File: config.mk
export PLATFORM = sky130hd
export DESIGN_NAME = dtlb_guard
export DESIGN_NICKNAME = d
export VERILOG_FILES = /design/src/rtl/dtlb_guard_pkg.sv /design/src/rtl/dtlb_prot_chk.sv /design/src/rtl/dtlb_entry_cmp.sv /design/src/rtl/dtlb_guard.sv
export SDC_FILE = /design/constraint.sdc
export NUM_CORES = 1
export LEC_CHECK = 0
export BUFFER_PORTS_ARGS = -buffer_cell sky130_fd_sc_hd__buf_4
export CAP_MARGIN = 20
export CORE_MARGIN = 3
export CORE_UTILIZATION = 50
export DETAILED_ROUTE_END_ITERATION = 10
export GPL_ROUTABILITY_DRIVEN = 0
export PLACE_DENSITY = 0.64
export SETUP_SLACK_MARGIN = 0.1
export SYNTH_ARGS = -nofsm -noshare
export SYNTH_HDL_FRONTEND = slang
export SYNTH_HIERARCHICAL = 1
export SYNTH_SLANG_ARGS = --single-unit
File: constraint.sdc
create_clock -name clk -period 5.1 [get_ports clk]
set_clock_uncertainty 0.15 [all_clocks]
set_input_delay 1.02 -clock clk [delete_from_list [all_inputs] [get_ports clk]]
set_output_delay 1.02 -clock clk [all_outputs]
set_load 0.05 [all_outputs]
File: src/rtl/dtlb_guard_pkg.sv
package dtlb_guard_pkg;

   typedef enum logic [1:0] {
      PP_NONE  = 2'b00,
      PP_SUPV  = 2'b01,
      PP_URO   = 2'b10,
      PP_ALL   = 2'b11
   } pp_code_e;

   localparam int OFS_SMALL = 12;
   localparam int OFS_LARGE = 14;

endpackage

File: src/rtl/dtlb_prot_chk.sv
module dtlb_prot_chk
   import dtlb_guard_pkg::*;
(
   input  logic [1:0] pp,
   input  logic       priv,
   input  logic       write,
   output logic       deny
);
   always_comb begin
      unique case (pp_code_e'(pp))
         PP_NONE: deny = 1'b1;
         PP_SUPV: deny = !priv;
         PP_URO:  deny = !priv && write;
         default: deny = 1'b0;
      endcase
   end
endmodule

File: src/rtl/dtlb_entry_cmp.sv
module dtlb_entry_cmp #(
   parameter int EPN_W  = 20,
   parameter int ASID_W = 4
) (
   input  logic              ent_valid,
   input  logic [EPN_W-1:0]  ent_epn,
   input  logic [ASID_W-1:0] ent_asid,
   input  logic              ent_big,
   input  logic              ent_shared,
   input  logic [3:0]        ent_sub,
   input  logic              mode_qual,
   input  logic [EPN_W-1:0]  lk_vpn,
   input  logic [ASID_W-1:0] lk_asid,
   input  logic              lk_priv,
   input  logic [1:0]        lk_qtr,
   input  logic [EPN_W-1:0]  inv_vpn,
   output logic              lk_match,
   output logic              inv_match
);
   logic lk_page, inv_page, tag_ok, sub_ok;

   always_comb begin
      if (ent_big) begin
         lk_page  = (ent_epn[EPN_W-1:2] == lk_vpn[EPN_W-1:2]);
         inv_page = (ent_epn[EPN_W-1:2] == inv_vpn[EPN_W-1:2]);
      end else begin
         lk_page  = (ent_epn == lk_vpn);
         inv_page = (ent_epn == inv_vpn);
      end
      tag_ok = ent_shared || (ent_asid == lk_asid);
      if (mode_qual)
         sub_ok = lk_priv ? ent_sub[3] : ent_sub[2];
      else
         sub_ok = ent_sub[2'd3 - lk_qtr];
      lk_match  = ent_valid && lk_page && tag_ok && sub_ok;
      inv_match = ent_valid && inv_page;
   end
endmodule

File: src/rtl/dtlb_guard.sv
module dtlb_guard #(
   parameter int ENTRIES = 8,
   parameter int EA_W    = 32,
   parameter int ASID_W  = 4
) (
   input  logic                       clk,
   input  logic                       rst_n,
   input  logic                       mode_qual,
   input  logic                       req_valid,
   input  logic [EA_W-1:0]            req_ea,
   input  logic [ASID_W-1:0]          req_asid,
   input  logic                       req_priv,
   input  logic                       req_write,
   input  logic                       wr_en,
   input  logic [$clog2(ENTRIES)-1:0] wr_idx,
   input  logic                       wr_valid,
   input  logic [EA_W-13:0]           wr_epn,
   input  logic [EA_W-13:0]           wr_rpn,
   input  logic [ASID_W-1:0]          wr_asid,
   input  logic                       wr_big,
   input  logic                       wr_shared,
   input  logic                       wr_ci,
   input  logic [1:0]                 wr_pp,
   input  logic [3:0]                 wr_sub,
   input  logic                       inv_page_en,
   input  logic [EA_W-13:0]           inv_vpn,
   input  logic                       inv_all_en,
   output logic                       rsp_valid,
   output logic                       rsp_hit,
   output logic [EA_W-1:0]            rsp_ra,
   output logic                       rsp_ci,
   output logic                       rsp_viol
);
   import dtlb_guard_pkg::*;

   localparam int EPN_W = EA_W - OFS_SMALL;
   localparam int IDX_W = $clog2(ENTRIES);

   if (ENTRIES < 2 || (ENTRIES & (ENTRIES - 1)) != 0) begin : g_bad_entries
      $error("ENTRIES must be a power of two of at least 2");
   end
   if (EA_W < 16) begin : g_bad_ea
      $error("EA_W must be at least 16");
   end

   logic [ENTRIES-1:0] ent_v, ent_big, ent_sh, ent_ci;
   logic [EPN_W-1:0]   ent_epn [ENTRIES];
   logic [EPN_W-1:0]   ent_rpn [ENTRIES];
   logic [ASID_W-1:0]  ent_asid[ENTRIES];
   logic [1:0]         ent_pp  [ENTRIES];
   logic [3:0]         ent_sub [ENTRIES];
   logic [ENTRIES-1:0] lk_match, inv_match;

   for (genvar g = 0; g < ENTRIES; g++) begin : g_slot
      dtlb_entry_cmp #(.EPN_W(EPN_W), .ASID_W(ASID_W)) i_cmp (
         .ent_valid (ent_v[g]),
         .ent_epn   (ent_epn[g]),
         .ent_asid  (ent_asid[g]),
         .ent_big   (ent_big[g]),
         .ent_shared(ent_sh[g]),
         .ent_sub   (ent_sub[g]),
         .mode_qual (mode_qual),
         .lk_vpn    (req_ea[EA_W-1:OFS_SMALL]),
         .lk_asid   (req_asid),
         .lk_priv   (req_priv),
         .lk_qtr    (req_ea[11:10]),
         .inv_vpn   (inv_vpn),
         .lk_match  (lk_match[g]),
         .inv_match (inv_match[g])
      );
   end

   // valid flags: reset, write, then invalidations override
   always_ff @(posedge clk or negedge rst_n) begin
      if (!rst_n) begin
         ent_v <= '0;
      end else begin
         for (int i = 0; i < ENTRIES; i++) begin
            if (inv_all_en || (inv_page_en && inv_match[i]))
               ent_v[i] <= 1'b0;
            else if (wr_en && wr_idx == IDX_W'(i))
               ent_v[i] <= wr_valid;
         end
      end
   end

   always_ff @(posedge clk) begin
      if (wr_en) begin
         ent_epn[wr_idx]  <= wr_epn;
         ent_rpn[wr_idx]  <= wr_rpn;
         ent_asid[wr_idx] <= wr_asid;
         ent_big[wr_idx]  <= wr_big;
         ent_sh[wr_idx]   <= wr_shared;
         ent_ci[wr_idx]   <= wr_ci;
         ent_pp[wr_idx]   <= wr_pp;
         ent_sub[wr_idx]  <= wr_sub;
      end
   end

   // lowest index wins
   logic [IDX_W-1:0] sel;
   logic             any_hit;
   always_comb begin
      sel = '0;
      for (int i = ENTRIES - 1; i >= 0; i--)
         if (lk_match[i]) sel = IDX_W'(i);
      any_hit = |lk_match;
   end

   logic            deny;
   logic [EA_W-1:0] ra_next;

   dtlb_prot_chk i_prot (
      .pp   (ent_pp[sel]),
      .priv (req_priv),
      .write(req_write),
      .deny (deny)
   );

   always_comb begin
      if (ent_big[sel])
         ra_next = {ent_rpn[sel][EPN_W-1:2], req_ea[OFS_LARGE-1:0]};
      else
         ra_next = {ent_rpn[sel], req_ea[OFS_SMALL-1:0]};
   end

   always_ff @(posedge clk or negedge rst_n) begin
      if (!rst_n) begin
         rsp_valid <= 1'b0;
         rsp_hit   <= 1'b0;
         rsp_ra    <= '0;
         rsp_ci    <= 1'b0;
         rsp_viol  <= 1'b0;
      end else begin
         rsp_valid <= req_valid;
         rsp_hit   <= req_valid && any_hit;
         rsp_ra    <= (req_valid && any_hit) ? ra_next : '0;
         rsp_ci    <= req_valid && any_hit && ent_ci[sel];
         rsp_viol  <= req_valid && any_hit && deny;
      end
   end
endmodule

==> impl_metrics.env <==
export IMPL_outcome="finished, final reports clean"
export IMPL_worst_pin_slew_ns=1.031
export IMPL_synth_edf_count=424
export IMPL_grt_pass1_wl_um=76950
export IMPL_syn_area_sq_mm=0.02021
export IMPL_dieArea_sq_mm=0.04287
export IMPL_cts_buffers=47
export IMPL_rsz0062_at_grt="false"
export IMPL_nFillCells=3071
export IMPL_maxCapViolCount=0
export IMPL_fin_crit_ns=4.100
export IMPL_placed_area_sq_mm=0.02235
export IMPL_peakVddDrop_mv=0.2974
export IMPL_intPower_mw=6.453
export IMPL_critPathSlowestCell="o31ai_1"
export IMPL_cts_sinks=468
export IMPL_drive_above_1_share=0.2322
export IMPL_p_sw_mw=1.816
export IMPL_drc=0
export IMPL_seq_area_frac_synth=0.6844
export IMPL_vias=11260
export IMPL_startpoint_type="input pin"
export IMPL_nets=1544
export IMPL_crit_type="input pin to register"
export IMPL_die_y_um=207.1
export IMPL_port_buffers=157
export IMPL_crit_fanout=42
export IMPL_utilization=0.5985
export IMPL_combPwrFrac=0.069
export IMPL_cts_tree="done"
export IMPL_die_x_um=207.1
export IMPL_initialDrtViolationCount=979
export IMPL_avgViaCountPerCell=5.665
export IMPL_max_freq_mhz=243.9
export IMPL_antenna_found_initial=2
export IMPL_power_density_mw_per_mm2=346.9
export IMPL_fin_crit_sh=0.8040
export IMPL_r2r_cells=11
export IMPL_stdcell_count=1987
export IMPL_setup_tns_final_ns=0
export IMPL_start_util=0.5075
export IMPL_hp_class="input pin to asynchronous set/reset pin"
export IMPL_antenna_left=0
export IMPL_syn_nets=1334
export IMPL_holdBufCountCts=0
export IMPL_worstPathCellList="buf_4 > xor2_1 > nor4_1 > nand4_1 > nor4_2 > nor2_1 > o31ai_1 > nand2_2 > buf_12 > mux2i_1 > a32o_1 > o41ai_2"
export IMPL_clk_latency_ns=0.59
export IMPL_synthFlopType="edfxtp_1"
export IMPL_post_cts_resized=0
export IMPL_drtPass1Iterations=5
export IMPL_synth_distinct_cells=48
export IMPL_async_flop_share=0.09402
export IMPL_coreArea_sq_mm=0.03982
export IMPL_clkTransAtPathRegs_ns=0.06
export IMPL_dp_cells=1898
export IMPL_gr_total_overflow=0
export IMPL_final_cell_mix="edfxtp_1, xnor2_1, buf_4"
export IMPL_max_stage_delay_ns=0.58
export IMPL_area_growth_pct=17.93
export IMPL_avgSynthCellArea_sq_um=16.68
export IMPL_pwr_share_seq=0.529
export IMPL_synth_seq_cells=468
export IMPL_worstPathArrival_ns=4.44
export IMPL_syn_inst=1212
export IMPL_grt_max_degree=55
export IMPL_cts_buffer_depth=3
export IMPL_ys_warn_count=6
export IMPL_rows=73
export IMPL_power_leakage_nw=7.860
export IMPL_routedWlPerCell_um=26.25
export IMPL_clock_root_buffer="clkbuf_16"
export IMPL_cts_setup_buffers=0
export IMPL_design_area_sq_mm=0.02384
export IMPL_setup_viol=0
export IMPL_swShare=0.2196
export IMPL_h_tree_depth=2
export IMPL_io_pins=158
export IMPL_mostFrequentLayoutCell="edfxtp_1"
export IMPL_hpwl_um=34980
export IMPL_slew_violations=0
export IMPL_cp_required_ns=5.43
export IMPL_endpoint_kind="register"
export IMPL_track_usage=0.2415
export IMPL_wirelength_um=52150
export IMPL_relSlewSlack=0.3126
export IMPL_p_clk_frac=0.403
export IMPL_finalHoldViolCount=0
export IMPL_grt_pass1_vias=11620
[cell families (layout without fill, tap and decap cells)]
logic type,Yosys count,count (layout),share of synthesized area
other,0,2,0
AND/OR/NAND/NOR,226,226,0.06512
AO/OA/AOI/OAI,83,83,0.02866
flip-flops,468,468,0.6844
buffers and inverters,20,268,0.004086
XOR/XNOR,352,352,0.1555
multiplexers,63,63,0.06221
[cell usage after synthesis (2+ instances only)]
cell       number  area share
edfxtp_1      424        0.63
xnor2_1       280        0.12
nand4_1        65       0.020
xor2_1         64       0.028
nand2_1        58       0.011
mux4_2         50       0.056
dfrtp_1        44       0.054
a21oi_1        38      0.0094
nor4_1         17      0.0053
nor2_1         15      0.0028
and2_1         13      0.0040
mux2i_1        12      0.0059
clkbuf_1       11      0.0020
nand3_1        11      0.0027
nor4_2          9      0.0056
or4_1           9      0.0033
a2111o_1        8      0.0045
nor3_1          8      0.0020
nor3_2          8      0.0040
o22ai_1         8      0.0025
xnor2_2         8      0.0064
a2111oi_0       6      0.0026
buf_2           6      0.0015
o21ai_0         6      0.0015
a211oi_1        3      0.0011
nand2b_1        3     0.00093
o211ai_1        3      0.0011
and3_1          2     0.00062
inv_1           2     0.00037
o31ai_1         2     0.00074
or2_1           2     0.00062
[state kept, by name, indices dropped and copies added, names as in the netlist]
register and cells:
rsp_valid 1, ent_sub 32, ent_epn 160, rsp_hit 1, ent_ci 8, ent_v 8
ent_sh 8, rsp_ra 32, ent_big 8, ent_rpn 160, ent_pp 16, rsp_viol 1
rsp_ci 1, ent_asid 32
[critical path: cells and delay by family]
family / cells / cell delay (ns)
buffers and inverters: 2 / 0.44
and+or+nand+nor: 5 / 1.61
AOI/OAI and AO/OA: 3 / 1.05
xor gates and xnor gates: 1 / 0.17
muxes: 1 / 0.14
[power groups by stage]
| stage | sequential [mW] | combinational (mW) | clock, mW |
|---|---|---|---|
| 3_3_place_gp | 4.45 | 0.561 | 0 |
| 2_1_floorplan | 4.44 | 0.264 | 0 |
| 5_1_grt | 4.38 | 0.607 | 3.55 |
| 3_5_place_dp | 4.45 | 0.565 | 0 |
| 4_1_cts | 4.37 | 0.568 | 3.39 |
| 6_report | 4.37 | 0.566 | 3.33 |
[layer usage]
metal,up-vias,part of all wire,global-route usage
met5,-,0.00025,0
met4,2,0.029,0.07444
met3,86,0.065,0.05089
met2,389,0.47,0.3831
met1,5710,0.43,0.3403
li1,5069,-,-
[through the flow]
stage / total power [mW] / hold WS [ns] / setup WS, ns
floorplan: 4.700 / 0.3933 / 0.8698
global placement: 5.008 / 0.4608 / 0.5798
detailed placement: 5.015 / 0.4677 / 0.4492
CTS: 8.330 / 0.3701 / 1.105
global route: 8.535 / 0.3838 / 0.8764
finish: 8.269 / 0.3603 / 0.9996
[layout make-up]
cell class | instances | area (sq um) | area share
diodes | 2 | 5.005 | 0.0002100
clock buffers | 64 | 1311 | 0.05501
clock inverters | 23 | 171.4 | 0.007192
inverters | 2 | 7.507 | 0.0003150
multi-input cells | 724 | 6381 | 0.2677
flip-flops and latches | 468 | 13830 | 0.5804
well taps | 525 | 656.9 | 0.02756
repair buffers | 179 | 1469 | 0.06163
[final timing paths]
check / startpoint / endpoint / slack, ns
max: req_ea[20] / rsp_ra[12] / 1.0
min reg2reg: ent_v[1] / ent_v[1] / 0.48
max reg2reg: ent_epn[6][8] / rsp_ra[12] / 1.11
min: rst_n / rsp_ra[27] / 0.36
max in group asynchronous: rst_n / ent_v[5] / 3.89
min in group clk: req_valid / rsp_valid / 0.43
Note: power is estimated with default switching activity, not from simulation.
